**src/rtl/irq_route_pkg.sv**
```systemverilog
package irq_route_pkg;
    typedef enum logic [1:0] {
        OP_REPLACE = 2'd0,
        OP_SETMASK = 2'd1,
        OP_CLRMASK = 2'd2,
        OP_IDLE    = 2'd3
    } bus_op_e;
endpackage

```
**src/rtl/irq_src_latch.sv**
```systemverilog
module irq_src_latch #(
    parameter int          W     = 64,
    parameter logic [W-1:0] TMASK = '0
) (
    input  logic         clk,
    input  logic         rst_n,
    input  logic [W-1:0] src_i,
    input  logic [W-1:0] clr_i,
    output logic [W-1:0] sum_o
);
    typedef struct packed {
        logic [W-1:0] sum;
        logic [W-1:0] prev;
    } lat_t;

    lat_t st_d, st_q;

    always_comb begin
        st_d      = st_q;
        st_d.prev = src_i;
        for (int b = 0; b < W; b++) begin
            if (TMASK[b]) begin
                // edge capture; a fresh edge overrides a same-cycle clear
                st_d.sum[b] = (st_q.sum[b] & ~clr_i[b]) | (src_i[b] & ~st_q.prev[b]);
            end else begin
                st_d.sum[b] = src_i[b];
            end
        end
    end

    always_ff @(posedge clk or negedge rst_n) begin
        if (!rst_n) st_q <= '0;
        else        st_q <= st_d;
    end

    assign sum_o = st_q.sum;
endmodule

```
**src/rtl/irq_enable_bank.sv**
```systemverilog
module irq_enable_bank
    import irq_route_pkg::*;
#(
    parameter int W    = 64,
    parameter int NREG = 8,
    localparam int IW  = (NREG > 1) ? $clog2(NREG) : 1
) (
    input  logic                    clk,
    input  logic                    rst_n,
    input  logic                    we_i,
    input  logic [1:0]              op_i,
    input  logic [IW-1:0]           idx_i,
    input  logic [W-1:0]            wdata_i,
    output logic [NREG-1:0][W-1:0]  en_o
);
    typedef struct packed {
        logic [NREG-1:0][W-1:0] en;
    } bank_t;

    bank_t bk_d, bk_q;

    always_comb begin
        bk_d = bk_q;
        for (int r = 0; r < NREG; r++) begin
            if (we_i && idx_i == IW'(r)) begin
                case (bus_op_e'(op_i))
                    OP_REPLACE: bk_d.en[r] = wdata_i;
                    OP_SETMASK: bk_d.en[r] = bk_q.en[r] | wdata_i;
                    OP_CLRMASK: bk_d.en[r] = bk_q.en[r] & ~wdata_i;
                    default:    bk_d.en[r] = bk_q.en[r];
                endcase
            end
        end
    end

    always_ff @(posedge clk or negedge rst_n) begin
        if (!rst_n) bk_q <= '0;
        else        bk_q <= bk_d;
    end

    assign en_o = bk_q.en;
endmodule

```
**src/rtl/irq_prio_enc.sv**
```systemverilog
module irq_prio_enc #(
    parameter int W   = 64,
    localparam int IW = $clog2(W)
) (
    input  logic [W-1:0]  vec_i,
    output logic [IW-1:0] idx_o,
    output logic          vld_o
);
    always_comb begin
        idx_o = '0;
        vld_o = 1'b0;
        for (int b = 0; b < W; b++) begin
            if (vec_i[b]) begin
                idx_o = IW'(b);
                vld_o = 1'b1;
            end
        end
    end
endmodule

```
**src/rtl/irq_router.sv**
```systemverilog
module irq_router
    import irq_route_pkg::*;
#(
    parameter int              NCORES      = 4,
    parameter int              SRC_W       = 64,
    parameter logic [SRC_W-1:0] TIMER_MASK0 = 64'h0000_00F0_0000_0F00,
    parameter logic [SRC_W-1:0] TIMER_MASK1 = 64'h0000_0000_0000_0003,
    localparam int NLINE = 2 * NCORES,
    localparam int EIW   = $clog2(NLINE),
    localparam int AW    = EIW + 1,
    localparam int PIW   = $clog2(SRC_W)
) (
    input  logic                   clk,
    input  logic                   rst_n,
    input  logic [SRC_W-1:0]       src0_i,
    input  logic [SRC_W-1:0]       src1_i,
    input  logic                   bus_we_i,
    input  logic [1:0]             bus_op_i,
    input  logic [AW-1:0]          bus_addr_i,
    input  logic [SRC_W-1:0]       bus_wdata_i,
    output logic [SRC_W-1:0]       bus_rdata_o,
    output logic [NLINE-1:0]       irq_o,
    output logic [NLINE*PIW-1:0]   prio_idx_o,
    output logic [NLINE-1:0]       prio_vld_o
);
    logic                        sel_sum;
    logic [EIW-1:0]              eidx;
    logic                        en_we;
    logic [SRC_W-1:0]            clr0, clr1;
    logic [SRC_W-1:0]            sum0, sum1;
    logic [NLINE-1:0][SRC_W-1:0] en_all;

    assign sel_sum = bus_addr_i[AW-1];
    assign eidx    = bus_addr_i[EIW-1:0];
    assign en_we   = bus_we_i && !sel_sum;
    assign clr0    = (bus_we_i && sel_sum && !bus_addr_i[0]) ? bus_wdata_i : '0;
    assign clr1    = (bus_we_i && sel_sum &&  bus_addr_i[0]) ? bus_wdata_i : '0;

    irq_src_latch #(.W(SRC_W), .TMASK(TIMER_MASK0)) u_grp0 (
        .clk(clk), .rst_n(rst_n), .src_i(src0_i), .clr_i(clr0), .sum_o(sum0)
    );

    irq_src_latch #(.W(SRC_W), .TMASK(TIMER_MASK1)) u_grp1 (
        .clk(clk), .rst_n(rst_n), .src_i(src1_i), .clr_i(clr1), .sum_o(sum1)
    );

    irq_enable_bank #(.W(SRC_W), .NREG(NLINE)) u_bank (
        .clk(clk), .rst_n(rst_n), .we_i(en_we), .op_i(bus_op_i),
        .idx_i(eidx), .wdata_i(bus_wdata_i), .en_o(en_all)
    );

    for (genvar l = 0; l < NLINE; l++) begin : g_line
        logic [SRC_W-1:0] pend;
        assign pend     = ((l % 2) == 0 ? sum0 : sum1) & en_all[l];
        assign irq_o[l] = |pend;
        irq_prio_enc #(.W(SRC_W)) u_enc (
            .vec_i(pend),
            .idx_o(prio_idx_o[l*PIW +: PIW]),
            .vld_o(prio_vld_o[l])
        );
    end

    always_comb begin
        bus_rdata_o = '0;
        if (sel_sum) begin
            bus_rdata_o = bus_addr_i[0] ? sum1 : sum0;
        end else begin
            for (int r = 0; r < NLINE; r++) begin
                if (eidx == EIW'(r)) bus_rdata_o = en_all[r];
            end
        end
    end
endmodule

```
**config.mk**
```make
export PLATFORM = sky130hd
export DESIGN_NAME = irq_router
export DESIGN_NICKNAME = d
export VERILOG_FILES = /design/src/rtl/irq_route_pkg.sv /design/src/rtl/irq_src_latch.sv /design/src/rtl/irq_enable_bank.sv /design/src/rtl/irq_prio_enc.sv /design/src/rtl/irq_router.sv
export SDC_FILE = /design/constraint.sdc
export NUM_CORES = 2
export LEC_CHECK = 0
export BUFFER_PORTS_ARGS = -buffer_cell sky130_fd_sc_hd__buf_2
export CORE_AREA = 3 3 349 248
export DETAILED_ROUTE_END_ITERATION = 8
export DIE_AREA = 0 0 352 251
export PLACE_DENSITY = 0.65
export REMOVE_ABC_BUFFERS = 1
export SYNTH_ARGS = -nofsm -noshare
export SYNTH_HDL_FRONTEND = slang
export SYNTH_SLANG_ARGS = --single-unit
```
**constraint.sdc**
```tcl
create_clock -name clk -period 1.7 [get_ports clk]
set_input_delay 0.085 -clock clk [delete_from_list [all_inputs] [get_ports clk]]
set_output_delay 0.085 -clock clk [all_outputs]
set_load 0.1 [all_outputs]
```
After elaboration in Yosys (flattened, before gate mapping)
Cells that the tools add are included.

storage, ports and cells
  output and inout bits = 128
  word-level logic and storage cells = 1165
  flip-flop bits (word level) = 682
  input bits = 201

operators by class
  bitwise gates (word level) = 75
  mux-type cells = 1036
  equal/unequal tests = 9
  reduce and logical (&&, ||, !) cells = 33

operators with widths
  kind                  number
  $mux W6               256
  $pmux W64 S3          8
  $and A64 B64 Y64      16
  $mux W5               128
  $mux W64              10
  $mux W1               520
  $or A64 B64 Y64       8
  $reduce_or A64 Y1     8
  $mux W4               64
  $mux W3               32
  $not A64 Y64          1
  $mux W40              1
  $mux W2               17
  $and A1 B1 Y1         20
  $not A1 Y1            20
  $reduce_and A2 Y1     8
  $eq A3 B3 Y1 const B  4
  $logic_and A1 B1 Y1   12
  $or A1 B1 Y1          10
  $eq A3 B2 Y1 const B  2
  $eq A3 B1 Y1 const B  1
  $logic_not A3 Y1      1
  $reduce_bool A3 Y1    1
  $eq A2 B1 Y1 const B  1
  other kinds (3)       4

Longest topological paths before layout
  word-level depth = 65
  depth in mapped cells = 9
  depth with buffers taken out = 7

Hierarchy
A second synthesis with hierarchy kept.

second synthesis, totals
  cell total of the unflattened synthesis = 6730
  area total of the unflattened synthesis = 51818.4 sq um

modules (own cells, without submodules)
  module                  instances  area each (sq um)  cells each  seq. area each (sq um)
  irq_enable_bank         1          29159.2            3607        12812.3
  irq_router              1          11428.5            1683        0.0
  irq_prio_enc            8          827.0              143         0.0
  irq_src_latch (u_grp0)  1          2442.3             160         1801.7
  irq_src_latch (u_grp1)  1          2172.1             136         1651.6

Least setup slack after synthesis
Ideal clock, no wire load.

  path type = flip-flop to output port
  from = reg u_grp0.st_q (netlist bit u_grp0.sum_o[19])
  to = out prio_idx_o[26]
  buffers on the path = 1
  stages on the path, launching flop included = 7
  path slack = -2.652 ns
  arrival = 4.267 ns
  cell sequence = dfrtp_1 > buf_2 > a22oi_1 > nand3_1 > nor3_1 > a2111oi_0 > o41ai_1

between the ends
  word-level cells in the longest chain between the ends = 46

RTL lines
  what                    line                 source
  start, declared         irq_src_latch.sv:16  lat_t st_d, st_q;
  start signal, assigned  irq_src_latch.sv:33  else st_q <= st_d;
  $and A64 B64 Y64        irq_router.sv:54     assign pend = ((l % 2) == 0 ? sum0 : sum1) & en_all[l];
  $mux W5 (13 in a row)   irq_prio_enc.sv:13   if (vec_i[b]) begin
  $mux W6 (32 in a row)   irq_prio_enc.sv:13
  end, declared           irq_router.sv:23     output logic [NLINE*PIW-1:0] prio_idx_o,

No other way between the ends.

Final worst setup path
  from = reg u_grp1.st_q (netlist bit u_grp1.sum_o[44])
  to = out prio_idx_o[42]

between the ends
  word-level cells in the longest chain between the ends = 21

RTL lines
  what                    line
  start, declared         irq_src_latch.sv:16
  start signal, assigned  irq_src_latch.sv:33
  $and A64 B64 Y64        irq_router.sv:54
  $mux W6 (20 in a row)   irq_prio_enc.sv:13

No other way between the ends.

==> flow_summary.yaml <==
clocking:
  path_clk_slew_ns: 0.07
  root_buffer: "clkbuf_16"
  clock_sinks: 650
  cts_buffers: 70
  htree_levels: 3
  clk_path_buf_depth: 3
  cts_tree: "done"
  insertion_delay_ns: 0.68
min_path:
  min_path_type: "input pin to register"
  min-delay-start: "src0_i[63]"
  hold_path_end: "u_grp0.sum_o[63]"
  whs_path_depth: 2
power_and_ir_drop:
  p_leak_nw: 29.7
  powerDensity_nw_per_um2: 1340
  finalPower_mw: 87.0
  ir_worst_vdd_mv: 1.08
floorplanning:
  start_util_pct: 44.8
  die_h_um: 251
  die-area_um2: 88400
  core_region_area_um2: 83600
  fp.dieW_um: 352
  num_rows: 89
  pin_count: 329
synthesis:
  ys_seq_elements: 650
  synth.distinct_cells: 73
  synth_area_per_cell_um2: 8.79
  synth_area_um2: 37500
  synth_mux_area_share_pct: 5.02
  async_flop_share_pct: 100
  synthSimpleGateAreaFrac_pct: 10.9
  synth_edf_count: 0
  ys.flop_type: "dfrtp_1"
  synth_xor_area_share_pct: 0
  ys_warn_count: 0
  syn_inst: 4263
  synth_compound_area_share_pct: 34.4
  synthAdderAreaFrac_pct: 0.100
  yosysSeqAreaShare_pct: 43.4
  synth_top_family_by_area: "compound AO/OA/AOI/OAI gates"
critical_path:
  worst_ep_required_time_ns: 1.62
  cp.arrival_ns: 3.17
  worstPathMaxFanout: 4
  timing.reg2reg.setup_slack_ns: 0.24
  ff2ff_path_depth: 4
  r2r-start: "u_grp1.sum_o[1]"
  crit_type: "register to output port"
  endpoint_kind: "output port"
  start_kind: "register"
  reg2reg_to: "u_grp1.sum_o[1]"
finish:
  nets: 6380
  drive_above_1_share_pct: 46.8
  area_growth_pct: 73.0
  fin_area_um2: 64800
outcome:
  outcome: "finished with violations"
  violations: "negative setup slack"
global_routing:
  grt_pass1_vias: 47300
  grt_pass1_wl_um: 333000
  antenna_found_initial: 6
  grt_max_degree: 81
  grt.overflow.total: 0
  grt_use_total_pct: 51.5
place:
  routabilityCongestion: 1.12
  hpwl_um: 172000
  port_buffers: 328
  place_area_um2: 53200
route:
  drt-initial-drc-count: 8409
  wl_per_cell_um: 32.5
  ant_nets: 0
  via_count: 49700
  drc: 0
  wirelength_um: 240000
  viasPerCell: 6.75
  drt_pre_antenna_iters: 9
timing:
  hold_viol_final: 0
  rsz0062_at_grt: "true"
  period_needed_ns: 3.26
  final-setup-viol-count: 129
  slew_viol_final: 0
  fin_ws_ns: -1.56
  fmax_mhz: 307
  tightest_slew_ns: 1.01
  clock_skew_ns: 0.00436
  whs_ns: 0.0429
  relSlewSlack_pct: 32.7
  min_period_over_period_pct: 192
job:
  cap_violations: 0
-- kinds of logic (layout without fill, tap and decap cells) --
family / Yosys count / after routing
AOI/OAI and AO/OA: 2069 / 2069
adders and majority gates: 3 / 3
buffers and inverters: 507 / 2471
DFF: 650 / 650
muxes: 123 / 123
other: 0 / 4
and+or+nand+nor: 911 / 911
-- metrics by stage --
step	setup slack (ns)	TNS (ns)	instances	utilization, %
floorplan	-6.29	-2196.70	3867	-
global placement	-1.33	-127.74	6884	63.6
detailed placement	-1.32	-140.73	6884	63.6
CTS	-1.44	-115.64	7312	75.3
global route	-1.55	-123.48	7364	77.5
finish	-1.56	-119.71	7368	77.5
-- power by group --
group          total [mW]  switching (mW)  internal, mW
Sequential           22.5            3.76          18.8
Clock                16.6            7.43          9.19
Combinational        47.9            26.9          21.0
Total                87.0            38.1          48.9
-- layout by cell type (no fill, tap or decap), types with 51 or more instances in the layout --
cell type | synthesis | layout
o22ai_1 | 53 | 51
buf_2 | 117 | 196
nand2_1 | 458 | 390
a22oi_1 | 160 | 73
buf_12 | 1 | 234
dfrtp_2 | 0 | 74
mux2i_1 | 71 | 70
buf_4 | 58 | 1331
a21oi_1 | 1141 | 1096
o21ai_0 | 116 | 80
inv_1 | 109 | 99
nand3_1 | 102 | 54
nor2_1 | 160 | 102
a21o_1 | 116 | 116
a22oi_2 | 4 | 91
dfrtp_1 | 650 | 576
a211oi_1 | 104 | 78
buf_6 | 5 | 274
clkbuf_16 | 0 | 71
dlygate4sd3_1 | 0 | 196
mux4_2 | 52 | 52
-- worst max path at each step --
stage	slack [ns]	start	end
2_1_floorplan	-6.29	bus_addr_i[1]	u_bank.en_o[128]
3_3_place_gp	-1.33	u_grp1.sum_o[7]	prio_idx_o[20]
3_5_place_dp	-1.32	u_grp1.sum_o[7]	prio_idx_o[20]
4_1_cts	-1.44	u_grp1.sum_o[44]	prio_idx_o[42]
5_1_grt	-1.55	u_grp1.sum_o[44]	prio_idx_o[31]
6_report	-1.56	u_grp1.sum_o[44]	prio_idx_o[42]
-- Yosys cell counts (all sizes together), types with 26 or more instances --
cell type  count  share of area (%)
buf          193                3.1
a22oi        164                3.3
a31oi         26               0.43
a211oi       104                2.1
clkbuf       203                2.0
nand2        460                4.6
nand4         33               0.55
mux4          52                3.1
and2          34               0.57
a21oi       1141                 15
o32ai         50                1.4
a32o          36               0.96
a32oi         56                1.3
nor2         162                1.6
mux2i         71                1.9
o22ai         53               0.88
a21o         116                2.3
nor2b         30               0.50
dfrtp        650                 43
nand3        103                1.4
o21ai        119                1.6
nor3          26               0.36
inv          111                1.1
-- flip-flops by register name, indices dropped and copies added, names as in the netlist --
name	cells
u_grp1.sum_o	64
u_grp1.st_q	2
u_grp0.st_q	8
u_grp0.sum_o	64
u_bank.en_o	512
-- critical path, cell delays in order (launching register included) --
cell      delay [ns]
dfrtp_2         0.42
nand2_2         0.08
a32o_2          0.29
a222oi_1        0.42
buf_4           0.22
nand4_1         0.25
buf_4           0.26
a211oi_2        0.16
buf_4           0.18
nor2_4          0.05
buf_12          0.17
-- repair_timing --
item / 4_1_cts / 5_1_grt
endpoints found under the setup margin: 128 / 128
setup buffers: 167 / 81
hold buffers: 196 / 0
pin swaps: 288 / 216
resized for setup: 1038 / 334
cloned: 1 / 0
hold endpoints to repair: 1300 / 0
-- area by class of cell --
cell class | count | area, µm²
Antenna cell | 4 | 10.0
Clock buffer | 86 | 1920
Clock inverter | 37 | 437
Fill cell | 5470 | 18800
Inverter | 111 | 439
Multi-Input combinational cell | 3106 | 23400
Sequential cell | 650 | 16400
Tap cell | 1137 | 1420
Timing Repair Buffer | 2237 | 20800
-- routing by layer --
metal / global-route usage, % / share of wire (%)
met1: 69.2 / 37
met2: 68.7 / 38
met3: 25.7 / 18
met4: 24.3 / 7.0
met5: 0.368 / 0.059
Power figures use the tool's default switching activity.
